## src/rtl/tdm_slot_pkg.sv

```systemverilog
package tdm_slot_pkg;

    typedef enum logic [1:0] {
        TXM_ALL        = 2'b00,
        TXM_SEL        = 2'b01,
        TXM_ALL_EN     = 2'b10,
        TXM_FOLLOW_RX  = 2'b11
    } tx_mode_e;

endpackage

```

## src/rtl/tdm_slot_timer.sv

```systemverilog
module tdm_slot_timer #(
    parameter  int WORD_BITS = 8,
    parameter  int NUM_SLOTS = 4,
    localparam int BIT_W  = (WORD_BITS > 1) ? $clog2(WORD_BITS) : 1,
    localparam int SLOT_W = (NUM_SLOTS > 1) ? $clog2(NUM_SLOTS) : 1
) (
    input  logic              clk,
    input  logic              rst_n,
    input  logic              fsync,
    output logic              active,
    output logic [SLOT_W-1:0] slot_idx,
    output logic              slot_start,
    output logic [SLOT_W-1:0] start_slot,
    output logic              slot_end,
    output logic              frame_end
);

    typedef struct packed {
        logic              active;
        logic [BIT_W-1:0]  bits;
        logic [SLOT_W-1:0] slot;
    } tmr_t;

    tmr_t q, d;
    logic last_bit, last_slot;

    assign last_bit   = (q.bits == BIT_W'(WORD_BITS - 1));
    assign last_slot  = (q.slot == SLOT_W'(NUM_SLOTS - 1));
    assign slot_end   = q.active & last_bit;
    assign slot_start = fsync | (slot_end & ~last_slot);
    assign start_slot = fsync ? '0 : q.slot + 1'b1;
    assign frame_end  = slot_end & last_slot & ~fsync;
    assign active     = q.active;
    assign slot_idx   = q.slot;

    always_comb begin
        d = q;
        if (q.active) begin
            d.bits = q.bits + 1'b1;
            if (last_bit) begin
                d.bits = '0;
                if (last_slot) begin
                    d.active = 1'b0;
                end else begin
                    d.slot = q.slot + 1'b1;
                end
            end
        end
        if (fsync) begin
            d.active = 1'b1;
            d.bits   = '0;
            d.slot   = '0;
        end
    end

    always_ff @(posedge clk) begin
        if (!rst_n) q <= '0;
        else        q <= d;
    end

endmodule

```

## src/rtl/tdm_slot_select.sv

```systemverilog
module tdm_slot_select
    import tdm_slot_pkg::*;
#(
    parameter int NUM_SLOTS = 4
) (
    input  tx_mode_e             mode,
    input  logic [NUM_SLOTS-1:0] tx_mask,
    input  logic [NUM_SLOTS-1:0] rx_mask,
    output logic [NUM_SLOTS-1:0] en_vec,
    output logic [NUM_SLOTS-1:0] unm_vec
);

    for (genvar s = 0; s < NUM_SLOTS; s++) begin : g_slot
        assign en_vec[s]  = (mode == TXM_SEL)       ? tx_mask[s] :
                            (mode == TXM_FOLLOW_RX) ? rx_mask[s] : 1'b1;
        assign unm_vec[s] = (mode == TXM_ALL)       ? 1'b1 :
                            (mode == TXM_FOLLOW_RX) ? (tx_mask[s] & rx_mask[s]) :
                                                      tx_mask[s];
    end

endmodule

```

## src/rtl/tdm_tx_path.sv

```systemverilog
module tdm_tx_path #(
    parameter int WORD_BITS = 8
) (
    input  logic                 clk,
    input  logic                 rst_n,
    input  logic                 active,
    input  logic                 slot_start,
    input  logic                 frame_end,
    input  logic                 slot_en,
    input  logic                 slot_unm,
    input  logic                 host_wr,
    input  logic [WORD_BITS-1:0] host_wdata,
    output logic                 tx_dout,
    output logic                 tx_oe,
    output logic                 tx_rdy,
    output logic                 tx_underrun
);

    typedef struct packed {
        logic [WORD_BITS-1:0] buf_w;
        logic [WORD_BITS-1:0] shreg;
        logic                 oe;
        logic                 rdy;
        logic                 under;
    } tx_t;

    tx_t q, d;
    logic [WORD_BITS-1:0] load_word;

    assign load_word = host_wr ? host_wdata : q.buf_w;

    always_comb begin
        d = q;
        if (host_wr) begin
            d.buf_w = host_wdata;
            d.rdy   = 1'b0;
        end
        if (active && !slot_start) begin
            d.shreg = {q.shreg[WORD_BITS-2:0], 1'b0};
        end
        if (slot_start) begin
            d.oe = slot_unm;
            if (slot_en) begin
                d.shreg = load_word;
                d.rdy   = 1'b1;
                if (q.rdy && !host_wr) d.under = 1'b1;
            end
        end
        if (frame_end) d.oe = 1'b0;
    end

    always_ff @(posedge clk) begin
        if (!rst_n) begin
            q     <= '0;
            q.rdy <= 1'b1;
        end else begin
            q <= d;
        end
    end

    assign tx_dout     = q.oe & q.shreg[WORD_BITS-1];
    assign tx_oe       = q.oe;
    assign tx_rdy      = q.rdy;
    assign tx_underrun = q.under;

endmodule

```

## src/rtl/tdm_rx_path.sv

```systemverilog
module tdm_rx_path #(
    parameter int WORD_BITS = 8
) (
    input  logic                 clk,
    input  logic                 rst_n,
    input  logic                 active,
    input  logic                 slot_end,
    input  logic                 slot_rx_en,
    input  logic                 rx_din,
    input  logic                 host_rd,
    output logic [WORD_BITS-1:0] rx_word,
    output logic                 rx_rdy
);

    typedef struct packed {
        logic [WORD_BITS-1:0] shreg;
        logic [WORD_BITS-1:0] word;
        logic                 rdy;
    } rx_t;

    rx_t q, d;
    logic [WORD_BITS-1:0] gathered;

    assign gathered = {q.shreg[WORD_BITS-2:0], rx_din};

    always_comb begin
        d = q;
        if (active) d.shreg = gathered;
        if (host_rd) d.rdy = 1'b0;
        if (slot_end && slot_rx_en) begin
            d.word = gathered;
            d.rdy  = 1'b1;
        end
    end

    always_ff @(posedge clk) begin
        if (!rst_n) q <= '0;
        else        q <= d;
    end

    assign rx_word = q.word;
    assign rx_rdy  = q.rdy;

endmodule

```

## src/rtl/tdm_slot_ctrl.sv

```systemverilog
module tdm_slot_ctrl
    import tdm_slot_pkg::*;
#(
    parameter int WORD_BITS = 8,
    parameter int NUM_SLOTS = 4
) (
    input  logic                 clk,
    input  logic                 rst_n,
    input  logic                 fsync,
    input  logic [1:0]           tx_mode,
    input  logic [NUM_SLOTS-1:0] tx_mask,
    input  logic [NUM_SLOTS-1:0] rx_mask,
    input  logic                 host_wr,
    input  logic [WORD_BITS-1:0] host_wdata,
    input  logic                 host_rd,
    output logic [WORD_BITS-1:0] host_rdata,
    output logic                 tx_rdy,
    output logic                 rx_rdy,
    output logic                 tx_underrun,
    output logic                 tx_dout,
    output logic                 tx_oe,
    input  logic                 rx_din
);

    localparam int SLOT_W = (NUM_SLOTS > 1) ? $clog2(NUM_SLOTS) : 1;

    logic              frame_active;
    logic [SLOT_W-1:0] slot_idx;
    logic              slot_start;
    logic [SLOT_W-1:0] start_slot;
    logic              slot_end;
    logic              frame_end;
    logic [NUM_SLOTS-1:0] en_vec, unm_vec;

    tdm_slot_timer #(.WORD_BITS(WORD_BITS), .NUM_SLOTS(NUM_SLOTS)) u_timer (
        .clk        (clk),
        .rst_n      (rst_n),
        .fsync      (fsync),
        .active     (frame_active),
        .slot_idx   (slot_idx),
        .slot_start (slot_start),
        .start_slot (start_slot),
        .slot_end   (slot_end),
        .frame_end  (frame_end)
    );

    tdm_slot_select #(.NUM_SLOTS(NUM_SLOTS)) u_select (
        .mode    (tx_mode_e'(tx_mode)),
        .tx_mask (tx_mask),
        .rx_mask (rx_mask),
        .en_vec  (en_vec),
        .unm_vec (unm_vec)
    );

    tdm_tx_path #(.WORD_BITS(WORD_BITS)) u_tx (
        .clk         (clk),
        .rst_n       (rst_n),
        .active      (frame_active),
        .slot_start  (slot_start),
        .frame_end   (frame_end),
        .slot_en     (en_vec[start_slot]),
        .slot_unm    (unm_vec[start_slot]),
        .host_wr     (host_wr),
        .host_wdata  (host_wdata),
        .tx_dout     (tx_dout),
        .tx_oe       (tx_oe),
        .tx_rdy      (tx_rdy),
        .tx_underrun (tx_underrun)
    );

    tdm_rx_path #(.WORD_BITS(WORD_BITS)) u_rx (
        .clk        (clk),
        .rst_n      (rst_n),
        .active     (frame_active),
        .slot_end   (slot_end),
        .slot_rx_en (rx_mask[slot_idx]),
        .rx_din     (rx_din),
        .host_rd    (host_rd),
        .rx_word    (host_rdata),
        .rx_rdy     (rx_rdy)
    );

endmodule

```

## config.mk

```make
export PLATFORM = sky130hd
export DESIGN_NAME = tdm_slot_ctrl
export DESIGN_NICKNAME = d
export VERILOG_FILES = /design/src/rtl/tdm_slot_pkg.sv /design/src/rtl/tdm_slot_timer.sv /design/src/rtl/tdm_slot_select.sv /design/src/rtl/tdm_tx_path.sv /design/src/rtl/tdm_rx_path.sv /design/src/rtl/tdm_slot_ctrl.sv
export SDC_FILE = /design/constraint.sdc
export NUM_CORES = 1
export LEC_CHECK = 0
export BUFFER_PORTS_ARGS = -buffer_cell sky130_fd_sc_hd__buf_2
export CORE_ASPECT_RATIO = 1.5
export CORE_UTILIZATION = 40
export DETAILED_ROUTE_END_ITERATION = 10
export PLACE_DENSITY_LB_ADDON = 0.25
export SYNTH_ARGS = -nofsm -noshare
export SYNTH_HDL_FRONTEND = slang
export SYNTH_SLANG_ARGS = --single-unit
export TNS_END_PERCENT = 10
```

## constraint.sdc

```tcl
create_clock -name clk -period 1.98 [get_ports clk]
set_input_delay 0.198 -clock clk [delete_from_list [all_inputs] [get_ports clk]]
set_output_delay 0.198 -clock clk [all_outputs]
set_load 0.1 [all_outputs]
```

# Word level (Yosys, flattened, before mapping)
# Cells that the tools add are included.
dict set report totals {
  register_bits 41
  elab_cells 80
  in_bits 24
  out_inout_bits 13
}
dict set report op_classes {
  bitwise_logic 13
  n_lt_le_gt_ge 2
  muxes 37
  eq_ne 4
  n_reduce_logical 11
  add_sub_neg 2
}
# operator count
set ops {}
lappend ops {{$mux W1} 24}
lappend ops {{$mux W8} 3}
lappend ops {{$mux W6} 3}
lappend ops {{$mux W11} 1}
lappend ops {{$and A1 B1 Y1} 9}
lappend ops {{$bmux W1 S2} 3}
lappend ops {{$lt A2 B3 Y1 const B} 2}
lappend ops {{$mux W2} 3}
lappend ops {{$reduce_and A3 Y1} 2}
lappend ops {{$eq A2 B2 Y1 const B} 2}
lappend ops {{$reduce_or A2 Y1} 2}
lappend ops {{$add A3 B1 Y3 const B} 1}
lappend ops {{$eq A3 B3 Y1 const B} 1}
lappend ops {{$logic_and A1 B1 Y1} 3}
lappend ops {{$not A1 Y1} 3}
lappend ops {{$add A2 B1 Y2 const B} 1}
lappend ops {{$eq A2 B1 Y1 const B} 1}
lappend ops {{$logic_not A1 Y1} 2}
lappend ops {{$logic_not A2 Y1} 1}
lappend ops {{$reduce_bool A2 Y1} 1}
lappend ops {{$or A1 B1 Y1} 1}

# Logic depth before layout (Yosys ltp)
# Gate-level depths: netlist of the first run.
dict set report depth {
  word_depth 9
  ltp_mapped 8
  ltp_nobuf 7
}

# By module
# Synthesis of the first run repeated with hierarchy kept, for this count alone.
dict set report unflattened {
  hier_cells 190
  area_unflattened_um2 1974.4
}
# module area_each_um2 seq_area_each_um2 cells_each instances
set by_module_without_submodules {}
lappend by_module_without_submodules {tdm_tx_path 765.7 380.4 68 1}
lappend by_module_without_submodules {tdm_rx_path 618.1 320.3 63 1}
lappend by_module_without_submodules {tdm_slot_timer 366.6 120.1 37 1}
lappend by_module_without_submodules {tdm_slot_select 148.9 0.0 19 1}
lappend by_module_without_submodules {tdm_slot_ctrl 75.1 0.0 3 1}

# Worst setup path after synthesis of the first run
# OpenSTA, ideal clock, no wires.
dict set report synth_path {
  kind {reg2out}
  from {register u_tx.q (netlist bit u_tx.tx_oe)}
  to {output tx_dout}
  path_buffers 0
  t_arrival_ps 1813
  required_ps 1782
  stages_incl_launch_ff 2
  slack_ps -31
  cell_sequence {dfxtp_1 -> and2_1}
}
dict set report synth_between {
  elab_chain_cells 1
}
# element line_no
set synth_rtl {}
lappend synth_rtl {{start, declared} tdm_tx_path.sv:27} ;# tx_t q, d;
lappend synth_rtl {{$and A1 B1 Y1} tdm_tx_path.sv:61} ;# assign tx_dout = q.oe & q.shreg[WORD_BITS-1];
lappend synth_rtl {{end, declared} tdm_slot_ctrl.sv:20} ;# output logic tx_dout,
# Every way passes these cells.

# Worst setup path after layout of the first run
dict set report layout_path {
  from {register u_timer.q (netlist bit u_timer.slot_idx[1])}
  to {register u_tx.q[8] (netlist bit)}
}
dict set report layout_between {
  elab_chain_cells 9
  elab_cells_between_ends 13
  cone_classes {1 x add/sub; 1 x eq/ne; 6 x mux; 3 x bitwise; 2 x reduce/logical}
}
# element line_no
set layout_rtl {}
lappend layout_rtl {{start, declared} tdm_slot_timer.sv:24} ;# tmr_t q, d;
lappend layout_rtl {{start signal, assigned} tdm_slot_timer.sv:57} ;# if (!rst_n) q <= '0;
lappend layout_rtl {{start signal, assigned} tdm_slot_timer.sv:58} ;# else q <= d;
lappend layout_rtl {{parallel branches: the longest is 8 deep, another holds $add A2 B1 Y2} -}
lappend layout_rtl {{$mux W11 *} tdm_tx_path.sv:41} ;# if (slot_start) begin
# Every way passes the cells marked *. The select of a mux whose other input is x is not followed.
# A chain may end at the register's enable or synchronous reset.

==> results of run 1 <==
==> cell usage after synthesis (all sizes together) <==
master,instances
o221a,1
mux2,8
inv,1
a22o,1
ha,3
clkbuf,2
o211ai,2
a311oi,1
nand2b,4
dfxtp,41
or2,2
nor2b,1
and3,1
o221ai,1
o2111ai,1
o311a,1
o21ai,2
clkinv,1
nor2,40
nand2,5
xnor2,1
nand3b,3
buf,8
and2,1
a21oi,4
mux4,1
mux2i,35
nand3,3
and2b,1
==> through the flow <==
stage	hold WS, ps	setup WS [ps]	total power, W	instance area (um2)	std cells
3_5_place_dp	442.8	60.38	0.001097	2063	257
5_1_grt	138.5	2.637	0.001686	2152	264
4_1_cts	137.1	35.59	0.001645	2150	264
2_1_floorplan	284.3	176.1	0.001035	1807	176
3_3_place_gp	446.0	96.04	0.001096	2063	257
6_report	145.5	112.2	0.001618	2152	264
==> worst max path at each step <==
stage                              from  cells past startpoint          to  slack [ps]
floorplan                  u_timer.q[2]                      8  u_tx.q[10]         180
global placement    u_timer.slot_idx[1]                      7   u_tx.q[6]         100
detailed placement  u_timer.slot_idx[1]                      7   u_tx.q[5]          60
CTS                 u_timer.slot_idx[1]                      7   u_tx.q[8]          40
global route               u_timer.q[2]                      8   u_tx.q[8]           3
finish              u_timer.slot_idx[1]                      7   u_tx.q[8]         110
==> cell usage in the layout (no fill, tap or decap), drive strengths merged, types with 4 or more instances in the layout <==
| cell type | n |
|---|---|
| buf | 45 |
| nor2 | 40 |
| nand2 | 5 |
| clkbuf | 7 |
| mux2i | 35 |
| mux2 | 8 |
| dfxtp | 41 |
| nand2b | 4 |
| a21oi | 4 |
==> kinds of logic (layout without fill, tap and decap cells) <==
group / count (synthesis) / count (layout)
buf+inv: 12 / 54
flops: 41 / 41
xor+xnor: 1 / 1
fa+ha+maj: 3 / 3
simple gates: 61 / 61
mux: 44 / 44
compound gates: 14 / 14
==> metal layers <==
layer  GRT usage, %  up-vias  share of wire, %  wire length, um
li1               -      687                 -                -
met1          14.40      595                42             1354
met2          26.73       23                52             1685
met3          4.160        7               3.6              115
met4          8.426        0               2.3               74
met5              0        -                 0                0
==> flip-flops by register name, summed over array words and instances (netlist names) <==
register	flops
u_rx.gathered	7
u_timer.slot_idx	2
u_rx.rx_word	8
u_tx.tx_underrun	1
u_timer.q	3
u_tx.tx_rdy	1
u_tx.tx_oe	1
u_rx.rx_rdy	1
u_timer.active	1
u_tx.q	16
==> worst register-to-register path: cells and delay by family (launching register included) <==
family	cells	cell delay (ps)
AO/OA/AOI/OAI	2	310
flip-flops	1	330
adder cells (fa/ha/maj)	1	290
buffers and inverters	1	150
AND/OR/NAND/NOR	2	390
multiplexers	1	300
==> final cells by class <==
class                           count  area, um2
Inverter                            2      7.507
Sequential cell                    41      820.8
Clock buffer                        7      86.33
Tap cell                           46      57.56
Multi-Input combinational cell    123      919.6
Timing Repair Buffer               45      260.3
Fill cell                         434       2130
==> what timing repair did <==
item	in CTS	in global routing
endpoints found under the setup margin	0	8
gates resized for setup	0	1
endpoints found under the hold margin	0	0
==> power breakdown <==
part	switching [W]	total, W	internal [W]
combinational	0.000118	0.000209	0.0000910
sequential	0.0000131	0.000867	0.000853
clock	0.000265	0.000542	0.000276
==> results.md, run 1 <==
* Pre-antenna DRT Iters at 7
* Gpl congestion at 0.7181
* Mapped Area at 1805 um2
* Die height at 84.29 um
* Synth cell types at 35
* Initial antenna violation count at 0
* Slew of the pin with the lowest slew margin at 487.0 ps
* Max IR drop VDD at 0.5475 mV
* Crit-path max cell delay at 330 ps
* CP max-delay cell: dfxtp_1
* Detail Placement HPWL at 2365 um
* Clock skew at 3.965 ps
* Grt ovf at 0
* Synthesis-stage register bit count at 41
* GRT Total Usage at 14.63%
* Crit path cell chain: ha_1 -> nor2b_2 -> and2b_1 -> o2111ai_1 -> o311a_1 -> buf_12 -> mux2_4
* Worst-path fanout max at 10
* Final Critical Period at 1868 ps
* Worst Hold Class: primary input to register
* WHS Endpoint: u_tx.tx_rdy
* Placeable Area at 4282 um2
* 1st-iter DRT viols at 38
* Die W at 56.86 um
* H-tree depth at 2
* Residual DRC at 2
* Largest family of logic cells by synthesized area: multiplexers
* Share of layout cells above drive strength 1 at 29.82%
* Largest net degree at the start of global routing at 19
* Failing checks: DRC
* CP required at 2160 ps
* RR Startpoint: u_timer.slot_idx[1]
* Synth Area in Compound Gates at 5.613%
* FP Rows at 29
* CP startpoint kind: register
* Total setup buffers inserted after CTS at 0
* Number of vias per cell at 4.970
* WP data arrival at 2050 ps
* Cell Pwr Density at 751.7 nW/um2
* R2R setup slack at 110 ps
* Routed wire per std cell at 12.23 um
* Adder-cell share of the synthesized area at 2.079%
* Final hold vios at 0
* Initial Utilization at 42.17%
* WS Path Type: register to register
* Nets at 245
* Main area contributors after synthesis: dfxtp_1 (45%), mux2i_1 (19%), nor2_1 (8.1%)
* Leak pwr at 1.065 nW
* Clock slew at reported path FFs at 70 ps
* Synth warn at 0
* RSZ-0062 raised after global routing: false
* Synth-to-Final Area Change at 19.20%
* Hold Startpoint: rst_n
* Max-slew violations at 0
* Die area at 4792 um2
* XOR/XNOR share of the synthesized area at 0.4851%
* Peak Freq at 0.5354 GHz
* Crit end category: register
* Hold path cells at 2
* WL final at 3229 um
* Vias at 1312
* Finish-stage setup viols at 0
* Synthesized area per cell at 10.26 um2
* First-pass GRT wire length at 5395 um
* Root buffer cell: clkbuf_8
* Cell family with most CP delay: simple AND/OR/NAND/NOR gates
* Sink Count at 41
* I/O pin count at 37
* Worst flop-to-flop path endpoint: u_tx.q[8]
* Outcome: finished with violations
* CTS tree: yes
* Post-synthesis sequential area ratio at 45.46%
* Simple-gate portion of the synthesized area at 15.25%
* Synth Instances at 176
* CTS Buf Count at 5
* Finished Core Util at 50.26%
* Clock buffer depth at 2
* CTS Hold Bufs at 0
* WP buf/inv at 1
* Max-cap viol count at 0
* Number of global-route vias before repair at 1283
* Period utilization at 94.34%
* Cell taking the most area after synthesis: dfxtp_1
* Detail Route Antenna Nets at 0
* Worst r2r path cells at 7
* Setup TNS at 0 ps
* Ant. Diodes at 0
* I/O Buffers at 36
* Mux share of post-synthesis cell area at 27.30%
* Synth Net Count at 203
* Worst rel slew slack at 67.76%
* Clk_lat worst skew at 290 ps
* Post-synth top area share at 45.46%
No activity file was read; power rests on OpenSTA's default activity.
==> run 2, diff against run 1 <==
--- a/config.mk
+++ b/config.mk
@@ -9,7 +9,6 @@
 export CORE_ASPECT_RATIO = 1.5
 export CORE_UTILIZATION = 40
 export DETAILED_ROUTE_END_ITERATION = 10
-export PLACE_DENSITY_LB_ADDON = 0.25
 export SYNTH_ARGS = -nofsm -noshare
 export SYNTH_HDL_FRONTEND = slang
 export SYNTH_SLANG_ARGS = --single-unit
==> run 2 against run 1 <==
The flow still finishes with violations (DRC). Via count up 2.7%. Final area up 1.3%. Final cell count unchanged. Combinational power is essentially flat. First-iteration DRC count grew 34%. Register-to-register slack barely moved. Utilization rose by 0.64 points. Largest cell class unchanged. Largest power group unchanged.
==> results.md, run 2 (synthesized netlist as in run 1, its figures left out) <==
* CP startpoint kind: register
* Die area at 4792 um2
* CTS Hold Bufs at 0
* Max IR drop VDD at 0.4062 mV
* Power share of the sequential group at 48.9%
* Resize count post-CTS at 0
* 1st-iter DRT viols at 51
* Slew of the pin with the lowest slew margin at 504.9 ps
* FP Rows at 29
* Synth-to-Final Area Change at 20.72%
* Clock Power Share at 39.2%
* Worst rel slew slack at 66.13%
* Final hold vios at 0
* Max-cap viol count at 0
* GRT Total Usage at 15.48%
* Initial Utilization at 42.17%
* Fillers at 414
* Combinational share of power at 11.9%
* Crit-path max cell delay at 340 ps
* Sink Count at 41
* RSZ-0062 raised after global routing: false
* Crit end category: register
* CTS tree: yes
* Vias at 1347
* I/O pin count at 37
* Crit path cell chain: ha_1 -> nor2b_2 -> and2b_1 -> o2111ai_1 -> o311a_1 -> buf_12 -> mux2_4
* Clock slew at reported path FFs at 80 ps
* WS Path Type: register to register
* Finish-stage setup viols at 0
* DP Area at 2056 um2
* WP data arrival at 2050 ps
* Die W at 56.86 um
* Largest net degree at the start of global routing at 19
* Sw Share at 23.68%
* Area of the multi-input gates at 919.6 um2
* Number of vias per cell at 5.102
* Reg area at 822.0 um2
* Worst-path fanout max at 10
* WL final at 3464 um
* Number of global-route vias before repair at 1406
* Period utilization at 94.35%
* Die height at 84.29 um
* Cell family with most CP delay: simple AND/OR/NAND/NOR gates
* H-tree depth at 2
* First-pass GRT wire length at 5899 um
* Grt ovf at 0
* Final Critical Period at 1868 ps
* Max reg flops at 16
* Failing checks: DRC
* Worst Hold Class: primary input to register
* Detail Route Antenna Nets at 0
* Clock buffer depth at 2
* Most frequent cells in the layout: dfxtp_1 (40), nor2_1 (39), buf_2 (36)
* Routed wire per std cell at 13.12 um
* Register with the most flip-flops: u_tx.q
* Int Pwr at 0.001353 W
* Sw power at 0.0004198 W
* Detail Placement HPWL at 2639 um
* Commonest non-fill, non-tap cell in the layout: dfxtp_1
* Root buffer cell: clkbuf_8
* Gpl congestion at 0.8004
* Placeable Area at 4282 um2
* Ant. Diodes at 0
* Clk_lat worst skew at 290 ps
* Peak Freq at 0.5353 GHz
* CP required at 2160 ps
* CTS Buf Count at 5
* Cell Pwr Density at 813.3 nW/um2
* Total setup buffers inserted after CTS at 0
* WP buf/inv at 1
* Clock skew at 7.287 ps
* Pre-antenna DRT Iters at 7
* CP max-delay cell: dfxtp_1
* Residual DRC at 4
* I/O Buffers at 36
* Setup TNS at 0 ps
* Share of layout cells above drive strength 1 at 30.73%
* Leak pwr at 1.074 nW
* Outcome: finished with violations
* Nets at 244
* Design Area, Final at 2180 um2
* Initial antenna violation count at 0
* Max-slew violations at 0
-- run 2: cell types whose count changed in the layout (fill, tap and decap cells not counted), sizes merged --
cell      previous run  this run
buf                 45        44
bufinv               0         1
clkbuf               7         6
clkinvlp             0         1
-- run 2: metal layers --
metal / up-vias / part of all wire, % / GRT usage, %
met1: 634 / 42 / 16.09
li1: 683 / - / -
met5: - / 0 / 0
met4: 0 / 1.1 / 6.208
met2: 26 / 54 / 29.11
met3: 4 / 3.5 / 3.698
-- run 2: final timing paths --
path	to	slack, ps	start	cells after the start
setup / recovery	u_tx.q[9]	110	u_timer.slot_idx[1]	7
hold / removal	u_tx.tx_rdy	140	rst_n	2
setup reg to reg	u_tx.q[9]	110	u_timer.slot_idx[1]	7
hold reg to reg	u_rx.rx_rdy	480	u_rx.rx_rdy	2
-- run 2: layout make-up --
| class | instances | area share, % |
|---|---|---|
| clock inverter | 2 | 1.722 |
| clock buffer | 6 | 3.789 |
| multi-input combinational | 123 | 42.19 |
| timing repair buffer | 44 | 11.60 |
| tap | 46 | 2.641 |
| inverter | 2 | 0.3444 |
| sequential | 41 | 37.72 |
-- run 2: power groups by stage --
stage | Combinational (W) | Clock (W) | Sequential, W
3_5_place_dp | 0.000211 | 0 | 0.000886
3_3_place_gp | 0.000205 | 0 | 0.000885
4_1_cts | 0.000212 | 0.000715 | 0.000867
6_report | 0.000210 | 0.000696 | 0.000867
2_1_floorplan | 0.000119 | 0 | 0.000915
5_1_grt | 0.000227 | 0.000740 | 0.000871
-- run 2: metrics by stage --
stage | power [W] | std cells | setup WS (ps) | hold slack, ps | utilization [%]
3_5_place_dp | 0.001097 | 256 | 52.87 | 441.3 | 48.01
6_report | 0.001773 | 264 | 111.8 | 143.4 | 50.91
5_1_grt | 0.001837 | 264 | 15.39 | 160.9 | 50.91
2_1_floorplan | 0.001035 | 176 | 176.1 | 284.3 | -
4_1_cts | 0.001795 | 264 | 32.67 | 136.6 | 50.82
3_3_place_gp | 0.001091 | 256 | 92.30 | 450.1 | 48.01
==> run 3, diff against run 2 <==
--- a/config.mk
+++ b/config.mk
@@ -6,9 +6,12 @@
 export NUM_CORES = 1
 export LEC_CHECK = 0
 export BUFFER_PORTS_ARGS = -buffer_cell sky130_fd_sc_hd__buf_2
+export CAP_MARGIN = 20
 export CORE_ASPECT_RATIO = 1.5
 export CORE_UTILIZATION = 40
 export DETAILED_ROUTE_END_ITERATION = 10
+export HOLD_SLACK_MARGIN = 0.03
+export REMOVE_ABC_BUFFERS = 1
 export SYNTH_ARGS = -nofsm -noshare
 export SYNTH_HDL_FRONTEND = slang
 export SYNTH_SLANG_ARGS = --single-unit
==> run 3 against run 2 <==
The flow still finishes with violations (DRC). Register-to-register slack got worse by 20 ps. Non-clock buffer count rose by 1. Power fell by 11%. Highest routed layer unchanged.
==> results.md, run 3 (synthesized netlist as in run 1, its figures left out) <==
* Nets at 245
* Crit end category: register
* DP Area at 2062 um2
* Ant. Diodes at 0
* Most frequent cells in the layout: dfxtp_1 (41), nor2_1 (38), buf_2 (36)
* Initial antenna violation count at 0
* RSZ-0062 raised after global routing: false
* Placeable Area at 4282 um2
* Residual DRC at 4
* Final hold vios at 0
* Worst rel slew slack at 68.27%
* Slew of the pin with the lowest slew margin at 473.1 ps
* First-pass GRT wire length at 6037 um
* Root buffer cell: clkbuf_8
* WHS Endpoint: u_tx.tx_rdy
* Commonest non-fill, non-tap cell in the layout: dfxtp_1
* WS Path Type: register to register
* Hold path cells at 2
* Grt ovf at 0
* Number of global-route vias before repair at 1414
* CP required at 2160 ps
* I/O Buffers at 36
* Hold Startpoint: rst_n
* Crit path cell chain: ha_1 -> nor2b_2 -> and2b_1 -> o2111ai_1 -> o311a_1 -> buf_12 -> mux2_4
* Max reg flops at 16
* Clock buffer depth at 2
* Clk_lat worst skew at 290 ps
* Fillers at 423
* Die W at 56.86 um
* H-tree depth at 2
* Worst r2r path cells at 7
* Clock skew at 6.367 ps
* Die height at 84.29 um
* Period utilization at 95.43%
* Setup Slack @ Placement at 48.73 ps
* Max-cap viol count at 0
* CTS tree: yes
* R2R setup slack at 90 ps
* Worst-path fanout max at 10
* FP Rows at 29
* Vias at 1352
* Detail Placement HPWL at 2605 um
* Synth-to-Final Area Change at 18.78%
* Largest net degree at the start of global routing at 19
* WL final at 3458 um
* RR Startpoint: u_timer.slot_idx[1]
* Max IR drop VDD at 0.4157 mV
* Max-slew violations at 0
* Worst flop-to-flop path endpoint: u_tx.q[4]
* Final Critical Period at 1889 ps
* Initial Utilization at 42.17%
* CP max-delay cell: dfxtp_1
* Leak pwr at 1.061 nW
* Crit-path max cell delay at 330 ps
* Peak Freq at 0.5292 GHz
* CTS Buf Count at 5
* Sink Count at 41
* Pre-antenna DRT Iters at 7
* I/O pin count at 37
* Clock slew at reported path FFs at 70 ps
* Routed wire per std cell at 13.15 um
* WP data arrival at 2070 ps
* Share of layout cells above drive strength 1 at 29.95%
* Design Area, Final at 2145 um2
* Die area at 4792 um2
* CP startpoint kind: register
* Final setup margin at 90.52 ps
* Finish-stage setup viols at 0
* Cell Pwr Density at 731.8 nW/um2
* Register with the most flip-flops: u_tx.q
* GRT Total Usage at 16.21%
* Finished Core Util at 50.09%
* 1st-iter DRT viols at 25
* Detail Route Antenna Nets at 0
* Worst Hold Class: primary input to register
* Gpl congestion at 0.8015
* Outcome: finished with violations
* Failing checks: DRC
* Number of vias per cell at 5.141
[run 3: power by group]
part	switching (W)	internal (W)	total, W	leakage (nW)
clock	0.000258	0.000232	0.000489	0.0399
combinational	0.000121	0.0000915	0.000213	0.687
sequential	0.0000140	0.000854	0.000868	0.334
[run 3: through the flow]
| stage | total power (W) | setup TNS [ps] | std cells | hold WS [ps] |
|---|---|---|---|---|
| floorplan | 0.001023 | -692.2 | 166 | 285.8 |
| global placement | 0.001093 | 0 | 257 | 446.7 |
| detailed placement | 0.001099 | 0 | 257 | 456.4 |
| CTS | 0.001596 | 0 | 263 | 147.8 |
| global route | 0.001648 | 0 | 263 | 156.8 |
| finish | 0.001569 | 0 | 263 | 151.8 |
[run 3: layout make-up]
cell class              count  area, um2  share of cell area (%)
multi-input cells         123      920.9                   42.94
clock buffers               5      68.82                   3.209
repair buffers             45      264.0                   12.31
well taps                  46      57.56                   2.684
flip-flops and latches     41      820.8                   38.27
clock inverters             1      5.005                  0.2334
inverters                   2      7.507                  0.3501
[run 3: how the worst max path moves through the flow]
stage / cells past startpoint / slack [ps] / end / startpoint
detailed placement: 7 / 50 / u_tx.q[4] / u_timer.slot_idx[1]
floorplan: 6 / -80 / u_tx.q[10] / u_timer.slot_idx[0]
CTS: 7 / 30 / u_tx.q[4] / u_timer.slot_idx[1]
global placement: 7 / 80 / u_tx.q[10] / u_timer.slot_idx[1]
finish: 7 / 90 / u_tx.q[4] / u_timer.slot_idx[1]
global route: 8 / 20 / u_tx.q[8] / u_timer.q[2]
[run 3: critical path: cells and delay by family (launching register included)]
| family | cells | cell delay (ps) |
|---|---|---|
| AO/OA/AOI/OAI | 2 | 310 |
| adder cells (fa/ha/maj) | 1 | 290 |
| buffers and inverters | 1 | 150 |
| flip-flops | 1 | 330 |
| multiplexers | 1 | 300 |
| AND/OR/NAND/NOR | 2 | 390 |
[run 3: timing repair]
action,in CTS,in global routing
setup endpoints to repair,0,8
resized for setup,0,3
hold buffers,0,0
setup buffers,0,0
[run 3: metal layers]
metal | GRT usage (%) | wire length (um)
met5 | 0 | 0
met4 | 5.543 | 41
met3 | 4.622 | 119
met2 | 31.06 | 1919
met1 | 16.30 | 1378
